==> src/rtl/fpx_pkg.sv <==
package fpx_pkg;
  localparam int EXC_W = 8;
  localparam int AEX_W = 5;

  // exception byte bit positions
  localparam int E_BSUN  = 7;
  localparam int E_SNAN  = 6;
  localparam int E_OPERR = 5;
  localparam int E_OVFL  = 4;
  localparam int E_UNFL  = 3;
  localparam int E_DZ    = 2;
  localparam int E_INEX2 = 1;
  localparam int E_INEX1 = 0;

  // accrued vector positions (occupy status bits 7..3)
  localparam int A_IOP  = 4;
  localparam int A_OVFL = 3;
  localparam int A_UNFL = 2;
  localparam int A_DZ   = 1;
  localparam int A_INEX = 0;

  typedef logic [EXC_W-1:0] exc_t;
  typedef logic [AEX_W-1:0] aex_t;
endpackage

==> src/rtl/fpx_accrue.sv <==
module fpx_accrue
  import fpx_pkg::*;
(
  input  logic clk,
  input  logic rst,
  input  logic clr,
  input  logic ld,
  input  aex_t ld_val,
  input  logic acc_en,
  input  exc_t exc,
  output aex_t aex_q
);
  aex_t folded;

  always_comb begin
    folded         = '0;
    folded[A_IOP]  = exc[E_BSUN] | exc[E_SNAN] | exc[E_OPERR];
    folded[A_OVFL] = exc[E_OVFL];
    folded[A_UNFL] = exc[E_UNFL] & exc[E_INEX2];
    folded[A_DZ]   = exc[E_DZ];
    folded[A_INEX] = exc[E_INEX1] | exc[E_INEX2] | exc[E_OVFL];
  end

  always_ff @(posedge clk) begin
    if (rst || clr)  aex_q <= '0;
    else if (ld)     aex_q <= ld_val;
    else if (acc_en) aex_q <= aex_q | folded;
  end

  // without clear or load, no accrued bit ever falls
  assert_aex_sticky_R4: assert property (@(posedge clk) disable iff (rst)
    (!clr && !ld) |=> ((aex_q & $past(aex_q)) == $past(aex_q)));

  // without accumulation, clear or load, accrued bits hold
  assert_aex_hold_R5: assert property (@(posedge clk) disable iff (rst)
    (!clr && !ld && !acc_en) |=> $stable(aex_q));
endmodule

==> src/rtl/fpx_trap_gen.sv <==
module fpx_trap_gen #(
  parameter int N = 8
) (
  input  logic         clk,
  input  logic         rst,
  input  logic         kill,
  input  logic         fire,
  input  logic [N-1:0] flags,
  input  logic [N-1:0] enables,
  output logic         trap_q
);
  logic [N-1:0] hit;

  for (genvar i = 0; i < N; i++) begin : g_cls
    assign hit[i] = flags[i] & enables[i];
  end

  always_ff @(posedge clk) begin
    if (rst || kill) trap_q <= 1'b0;
    else             trap_q <= fire & (|hit);
  end

  // a trap request only ever follows an operation completion
  assert_trap_from_op_R6: assert property (@(posedge clk) disable iff (rst)
    trap_q |-> $past(fire));

  // restore kills the trap of the same edge
  assert_trap_killed_R9: assert property (@(posedge clk) disable iff (rst)
    kill |=> !trap_q);
endmodule

==> src/rtl/fpx_status_unit.sv <==
module fpx_status_unit
  import fpx_pkg::*;
#(
  parameter int STS_W = 2 * EXC_W
) (
  input  logic             clk,
  input  logic             rst,
  input  logic             op_done,
  input  logic             op_affects_aexc,
  input  logic [EXC_W-1:0] exc_in,
  input  logic             sts_we,
  input  logic [STS_W-1:0] sts_wdata,
  input  logic             ctl_we,
  input  logic [EXC_W-1:0] ctl_wdata,
  input  logic             restore_null,
  output logic [STS_W-1:0] sts_rdata,
  output logic [EXC_W-1:0] ctl_rdata,
  output logic             trap_req
);
  localparam int PAD = EXC_W - AEX_W;
  localparam logic [STS_W-1:0] STS_MASK = {{(STS_W-PAD){1'b1}}, {PAD{1'b0}}};

  exc_t exc_q;
  exc_t en_q;
  aex_t aex_q;

  always_ff @(posedge clk) begin
    if (rst || restore_null) begin
      exc_q <= '0;
      en_q  <= '0;
    end else begin
      if (sts_we)       exc_q <= sts_wdata[STS_W-1 -: EXC_W];
      else if (op_done) exc_q <= exc_in;
      if (ctl_we)       en_q  <= ctl_wdata;
    end
  end

  fpx_accrue u_acc (
    .clk    (clk),
    .rst    (rst),
    .clr    (restore_null),
    .ld     (sts_we),
    .ld_val (sts_wdata[EXC_W-1 -: AEX_W]),
    .acc_en (op_done & op_affects_aexc),
    .exc    (exc_in),
    .aex_q  (aex_q)
  );

  fpx_trap_gen #(.N(EXC_W)) u_trap (
    .clk     (clk),
    .rst     (rst),
    .kill    (restore_null),
    .fire    (op_done),
    .flags   (exc_in),
    .enables (en_q),
    .trap_q  (trap_req)
  );

  assign sts_rdata = {exc_q, aex_q, {PAD{1'b0}}};
  assign ctl_rdata = en_q;

  // an operation without a competing write replaces the exception byte
  assert_exc_load_R2: assert property (@(posedge clk) disable iff (rst)
    (op_done && !sts_we && !restore_null) |=> (exc_q == $past(exc_in)));

  // a software status write alone never requests a trap
  assert_write_no_trap_R7: assert property (@(posedge clk) disable iff (rst)
    (sts_we && !op_done) |=> !trap_req);

  // the write wins over a simultaneous operation
  assert_write_wins_R10: assert property (@(posedge clk) disable iff (rst)
    (sts_we && !restore_null) |=> (sts_rdata == ($past(sts_wdata) & STS_MASK)));

  // control write lands in the enable byte
  assert_ctl_load_R8: assert property (@(posedge clk) disable iff (rst)
    (ctl_we && !restore_null) |=> (ctl_rdata == $past(ctl_wdata)));

  // restore leaves all state cleared
  assert_restore_clear_R9: assert property (@(posedge clk) disable iff (rst)
    restore_null |=> (sts_rdata == '0 && ctl_rdata == '0));
endmodule

==> config.mk <==
export PLATFORM = sky130hd
export DESIGN_NAME = fpx_status_unit
export DESIGN_NICKNAME = d
export VERILOG_FILES = /design/src/rtl/fpx_pkg.sv /design/src/rtl/fpx_accrue.sv /design/src/rtl/fpx_trap_gen.sv /design/src/rtl/fpx_status_unit.sv
export SDC_FILE = /design/constraint.sdc
export NUM_CORES = 1
export LEC_CHECK = 0
export BUFFER_PORTS_ARGS = -buffer_cell sky130_fd_sc_hd__clkbuf_2
export CORE_MARGIN = 2
export CORE_UTILIZATION = 41
export CTS_CLUSTER_DIAMETER = 60
export DETAILED_ROUTE_END_ITERATION = 10
export GPL_TIMING_DRIVEN = 0
export PLACE_DENSITY = 0.77
export SYNTH_ARGS = -nofsm -noshare
export SYNTH_HDL_FRONTEND = slang
export SYNTH_SLANG_ARGS = --single-unit
==> constraint.sdc <==
create_clock -name clk -period 1.31 [get_ports clk]
set_input_delay 0.262 -clock clk [delete_from_list [all_inputs] [get_ports clk]]
set_output_delay 0.262 -clock clk [all_outputs]
set_load 0.05 [all_outputs]
==> results of run 1 <==
## flip-flops by register name (all words and copies together) (netlist names)
signal         flops
exc_q              8
u_acc.aex_q        5
u_trap.trap_q      1
ctl_rdata          8
## cell type report
cell class / instances / area, um2 / share of cell area
inverters: 3 / 11.3 / 0.00843
well taps: 28 / 35.0 / 0.0262
multi-input cells: 66 / 482 / 0.361
repair buffers: 55 / 275 / 0.206
clock buffers: 4 / 36.3 / 0.0272
flip-flops and latches: 22 / 440 / 0.330
plain buffers: 9 / 55.1 / 0.0412
## worst max-delay path by stage
stage / from / end / cells past startpoint
after floorplan: ctl_rdata[0] / u_trap.trap_q / 3
after global placement: op_done / exc_q[5] / 5
after detailed placement: op_done / exc_q[4] / 5
after CTS: ctl_rdata[7] / ctl_rdata[7] / 1
after global routing: ctl_rdata[5] / ctl_rdata[5] / 1
final: ctl_rdata[4] / ctl_rdata[4] / 1
## synth_stat cells
cell type and instances:
a21o_1 1, a21oi_1 2, a221oi_1 2, a22o_1 1
a22oi_1 2, a311oi_1 3, a41oi_1 1, buf_2 2
buf_4 3, buf_6 1, clkbuf_1 3, conb_1 1
dfxtp_1 22, inv_1 3, mux2_2 8, mux2i_1 16
nor2_1 16, nor2b_1 4, nor3_1 4, or2_0 1
or4_1 2
## logic make-up after synthesis
logic type	Yosys count	synth area share
AND/OR/NAND/NOR	27	0.129
buffers and inverters	12	0.0676
flip-flops	22	0.449
AO/OA/AOI/OAI	12	0.0957
multiplexers	24	0.255
other	1	0.00382
## power by group
group	leakage [uW]	internal (uW)	switching, uW
Combinational	0.000483	125	209
Clock	0.0000210	170	199
Sequential	0.000180	696	15.9
## metal layers
metal | vias to the layer above | GRT usage | share of wire
li1 | 462 | - | -
met1 | 428 | 0.214 | 0.43
met2 | 38 | 0.317 | 0.48
met3 | 4 | 0.0339 | 0.074
met4 | 0 | 0.0641 | 0.014
met5 | - | 0 | 0
## metrics by stage
| step | hold slack [ns] | cell area, um2 | utilization | worst slack (ns) |
|---|---|---|---|---|
| after floorplan | 0.409 | 988 | - | 0.0769 |
| after global placement | 0.457 | 1300 | 0.582 | 0.0247 |
| after detailed placement | 0.466 | 1300 | 0.582 | 0.00529 |
| after CTS | 0.180 | 1340 | 0.598 | 0.0547 |
| after global routing | 0.184 | 1340 | 0.598 | 0.0173 |
| final | 0.180 | 1340 | 0.598 | 0.0638 |
==> results by group, run 1 <==
Setup path
  – CP startpoint kind: flip-flop
  – Kind of end point of the critical path: output port
  – FF-to-FF Start: ctl_rdata[0]
  – Worst Path Required: 1.05 ns
  – Slowest CP cell: dfxtp_1
  – Crit path cell chain: clkbuf_2
  – Max FO, Critical Path: 3
  – Worst R2R Setup Slack: about 0.28 ns
  – Critical path data arrival time: 0.98 ns
  – R2R cell count: 3
  – Reg2reg end: u_trap.trap_q
  – Largest stage delay, worst path: 0.39 ns
  – Worst Path Buf+Inv: 1
  – Crit Path Class: flip-flop to output port
  – Family with the most delay on the worst path: flip-flops

Clocking
  – Later-pin clock latency in the skew report: roughly 0.30 ns
  – Hold buffers post-CTS: 0
  – Post-CTS setup buffer count: 0
  – CTS tree: done
  – CTS HTree Levels: 1
  – Worst-path clk slew: ~0.12 ns
  – Num CTS Buffers: 3
  – CTS Root Cell: clkbuf_4
  – CTS sink count: 22
  – Resized Gates After CTS: 0
  – CTS max path bufs: 2

Cells and area
  – Layout fillers: 221
  – Nets@finish: between 150 and 200
  – Share of layout cells above drive strength 1: 0.459
  – Ant diodes: 0
  – Fin cells: 187
  – Most frequent cells in the layout: clkbuf_2, dfxtp_1, mux2i_1, nor2_1, mux2_2
  – P&R area growth vs syn: 36.1%
  – Commonest non-fill, non-tap cell in the layout: clkbuf_2

STA
  – Fin. Hold Viols: 0
  – Final Skew: about 0.00031 ns
  – Worst slew margin: 0.616
  – Slew Limit Fails: 0
  – Fmax: ~800 MHz
  – Final period util: 0.951
  – Endpoints failing setup: 0
  – Minimum clock period: between 1 and 1.5 ns
  – RSZ-0062 raised after global routing: false
  – Worst-Margin Slew: about 0.58 ns
  – Final setup TNS: 0 ns

Synthesis
  – Synth top area cells: dfxtp_1, mux2i_1, mux2_2, nor2_1, a311oi_1
  – Dominant cell type by area after synthesis: dfxtp_1
  – Post-synth top area share: 0.449
  – Avg Inst Size Synth: 10.0 um2
  – Mapped cell area: around 1000 um2
  – Gate Count Post-Synth: slightly below 100
  – Synth cell types: 21
  – Yosys reg bits: 22
  – Seq/Total Area, Yosys: 0.449
  – Synth warn: 0

Pwr
  – Pleak: around 0.00068 uW
  – Overall power consumption: 1420 uW
  – Worst vdd ir: 639 uV
  – Pwr dens: approximately 1100 nW/um2

Placement
  – Input/output buffers: 55
  – Inst Count DP: approximately 180
  – GP Congestion: ~0.79
  – Detailed placement HPWL: about 1900 um

Global route
  – Initial antenna violation count: 0
  – Pin count of the biggest net entering global routing: 13
  – GRT Total Usage: 0.179
  – Vias in the first global route: 868
  – Global-route wire length before repair: 3660 um
  – Grt ovf: 0

Worst hold path
  – Hold EP: exc_q[5]
  – WHS Path Cells: 3
  – Hold WC Path Type: input pin to flip-flop
  – Hold Path Origin: sts_wdata[13]

Die
  – Die Ht: 52.9 um
  – Io pins: 64
  – Initial Utilization: 0.439
  – Cell Rows: 17
  – Die ar.: between 2000 and 3000 um2
  – Core footprint: between 2000 and 2500 um2
  – Die width: 52.9 um

Drt
  – Antenna viol nets, final: 0
  – TritonRoute pass-1 iters: 4
  – DRC: 0
  – Vias per cell: between 4 and 5
  – Total wire length: ~2400 um
  – Vias: about 930
  – Iteration-0 DRC Markers: 17
  – WL per Instance: ~13 um

Outcome
  – Run status: complete, no violations

Job
  – Max Cap Viol: 0
No activity file was read; power rests on OpenSTA's default activity.
==> run 2: changes to the inputs <==
--- a/config.mk
+++ b/config.mk
@@ -12,6 +12,7 @@
 export DETAILED_ROUTE_END_ITERATION = 10
 export GPL_TIMING_DRIVEN = 0
 export PLACE_DENSITY = 0.77
+export SETUP_SLACK_MARGIN = 0.2
 export SYNTH_ARGS = -nofsm -noshare
 export SYNTH_HDL_FRONTEND = slang
 export SYNTH_SLANG_ARGS = --single-unit
==> results by group, run 2 (synthesis results as in run 1) <==
STA
  – Endpoints failing setup: 0 (unchanged)
  – Worst slew margin: 0.634 (+0.0176)
  – Final Skew: 0.000424 ns (+0.000115 ns)
  – Minimum clock period: 1.13 ns (-0.118 ns)
  – Slew Limit Fails: 0 (unchanged)
  – RSZ-0062 raised after global routing: true
  – Worst-case hold slack: 0.154 ns (-0.0252 ns)
  – Final period util: 0.862 (-0.0897)
  – Worst-Margin Slew: 0.549 ns (-0.0264 ns)
  – Fin. Hold Viols: 0 (unchanged)
  – Fmax: 886 MHz (+10%)

Setup path
  – Largest stage delay, worst path: 0.38 ns (about the same)
  – Crit path cell chain: clkbuf_16
  – Kind of end point of the critical path: output port
  – CP startpoint kind: flip-flop
  – Family with the most delay on the worst path: flip-flops
  – Max FO, Critical Path: 3 (unchanged)
  – Critical path data arrival time: 0.87 ns (-0.11 ns)
  – Worst Path Buf+Inv: 1 (unchanged)
  – Worst Path Required: 1.05 ns (about the same)
  – Crit Path Class: flip-flop to output port
  – Slowest CP cell: dfxtp_2

Clocking
  – Worst-path clk slew: 0.13 ns (about the same)
  – CTS max path bufs: 2 (unchanged)
  – Later-pin clock latency in the skew report: 0.31 ns (about the same)
  – Hold buffers post-CTS: 0 (unchanged)
  – CTS HTree Levels: 1 (unchanged)
  – CTS sink count: 22 (unchanged)
  – CTS Root Cell: clkbuf_4
  – Num CTS Buffers: 3 (unchanged)
  – CTS tree: done

Die
  – Die width: 52.9 um (unchanged)
  – Io pins: 64 (unchanged)
  – Cell Rows: 17 (unchanged)
  – Die Ht: 52.9 um (unchanged)
  – Initial Utilization: 0.439 (unchanged)
  – Die ar.: 2800 um2 (unchanged)
  – Core footprint: 2230 um2 (unchanged)

Worst hold path
  – Hold WC Path Type: input pin to flip-flop

Cells and area
  – Most frequent cells in the layout: clkbuf_2, dfxtp_2, buf_8
  – Layout fillers: 159 (-28%)
  – Fin cells: 195 (+4.3%)
  – Ant diodes: 0 (unchanged)
  – Share of layout cells above drive strength 1: 0.623 (+0.164)
  – Nets@finish: 207 (+4.0%)
  – Final instance area: 1710 um2 (+28%)
  – P&R area growth vs syn: 74.1%
  – Commonest non-fill, non-tap cell in the layout: clkbuf_2
  – Core Util, Final: 0.765 (+0.167)

Global route
  – Grt ovf: 0 (unchanged)
  – GRT Total Usage: 0.218 (+0.0385)
  – Initial antenna violation count: 0 (unchanged)
  – Vias in the first global route: 1058 (+22%)
  – Pin count of the biggest net entering global routing: 14 (+1)
  – Global-route wire length before repair: 4420 um (+21%)

Drt
  – Iteration-0 DRC Markers: 4 (-13)
  – Antenna viol nets, final: 0 (unchanged)
  – TritonRoute pass-1 iters: 4 (unchanged)
  – DRC: 0 (unchanged)
  – Vias: 983 (+5.5%)
  – WL per Instance: 14.5 um (+13%)
  – Total wire length: 2830 um (+18%)
  – Vias per cell: 5.04 (+1.1%)

Placement
  – Area after DPL: 1300 um2 (+0.19%)
  – Input/output buffers: 55 (unchanged)
  – Inst Count DP: 183 (unchanged)
  – Detailed placement HPWL: 2030 um (+5.3%)
  – GP Congestion: 0.751 (-5.4%)

Job
  – Max Cap Viol: 0 (unchanged)

Outcome
  – Run status: complete, no violations

Pwr
  – Worst vdd ir: 708 uV (+11%)
  – Pwr dens: 985 nW/um2 (-7.1%)
  – Pleak: 0.000819 uW (+20%)
[run 2: cell types whose count changed in the layout (fill, tap and decap cells not counted), moves of 4 or more]
cell / previous run / this run
dfxtp_2: 0 / 22
buf_8: 0 / 18
clkbuf_16: 0 / 4
buf_4: 3 / 11
clkbuf_2: 55 / 33
dfxtp_1: 22 / 0
[run 2: per-stage QoR]
step / setup TNS, ns / setup slack [ns] / total power, uW
CTS: 0 / 0.180 / 1660
global route: 0 / 0.154 / 1730
finish: 0 / 0.181 / 1680
floorplan: 0 / 0.173 / 957
global placement: 0 / 0.0336 / 1060
detailed placement: -0.0366 / -0.0366 / 1070
[run 2: layout make-up]
cell class | instances | area, um2 | area share
Inverter | 3 | 11.3 | 0.00659
Buffer | 9 | 57.6 | 0.0337
Sequential cell | 22 | 468 | 0.274
Timing Repair Buffer | 63 | 596 | 0.349
Multi-Input combinational cell | 66 | 488 | 0.286
Clock inverter | 1 | 30.0 | 0.0176
Tap cell | 28 | 35.0 | 0.0205
Clock buffer | 3 | 22.5 | 0.0132
[run 2: routing by layer]
layer | wire length [um] | vias up | GRT usage
li1 | - | 478 | -
met3 | 159 | 6 | 0.0311
met1 | 1170 | 458 | 0.262
met5 | 0 | - | 0
met4 | 59 | 0 | 0.103
met2 | 1430 | 41 | 0.377
[run 2: repair_timing]
item                       CTS  global route
resized for setup           68            20
setup endpoints to repair   22            24
setup buffers                8             0
gates cloned                 0             0
[run 2: report_power, final]
group	internal, uW	switching (uW)
registers	702	24.9
logic	198	223
clock network	309	225
total	1210	473
[run 2: worst paths after layout]
| kind | to | start | depth (start not counted) | slack, ns |
|---|---|---|---|---|
| setup / recovery | ctl_rdata[1] | ctl_rdata[1] | 1 | 0.18 |
| hold / removal | u_acc.aex_q[2] | sts_wdata[5] | 3 | 0.15 |
| setup reg to reg | u_trap.trap_q | ctl_rdata[0] | 3 | 0.32 |
| hold reg to reg | u_acc.aex_q[2] | u_acc.aex_q[2] | 2 | 0.50 |
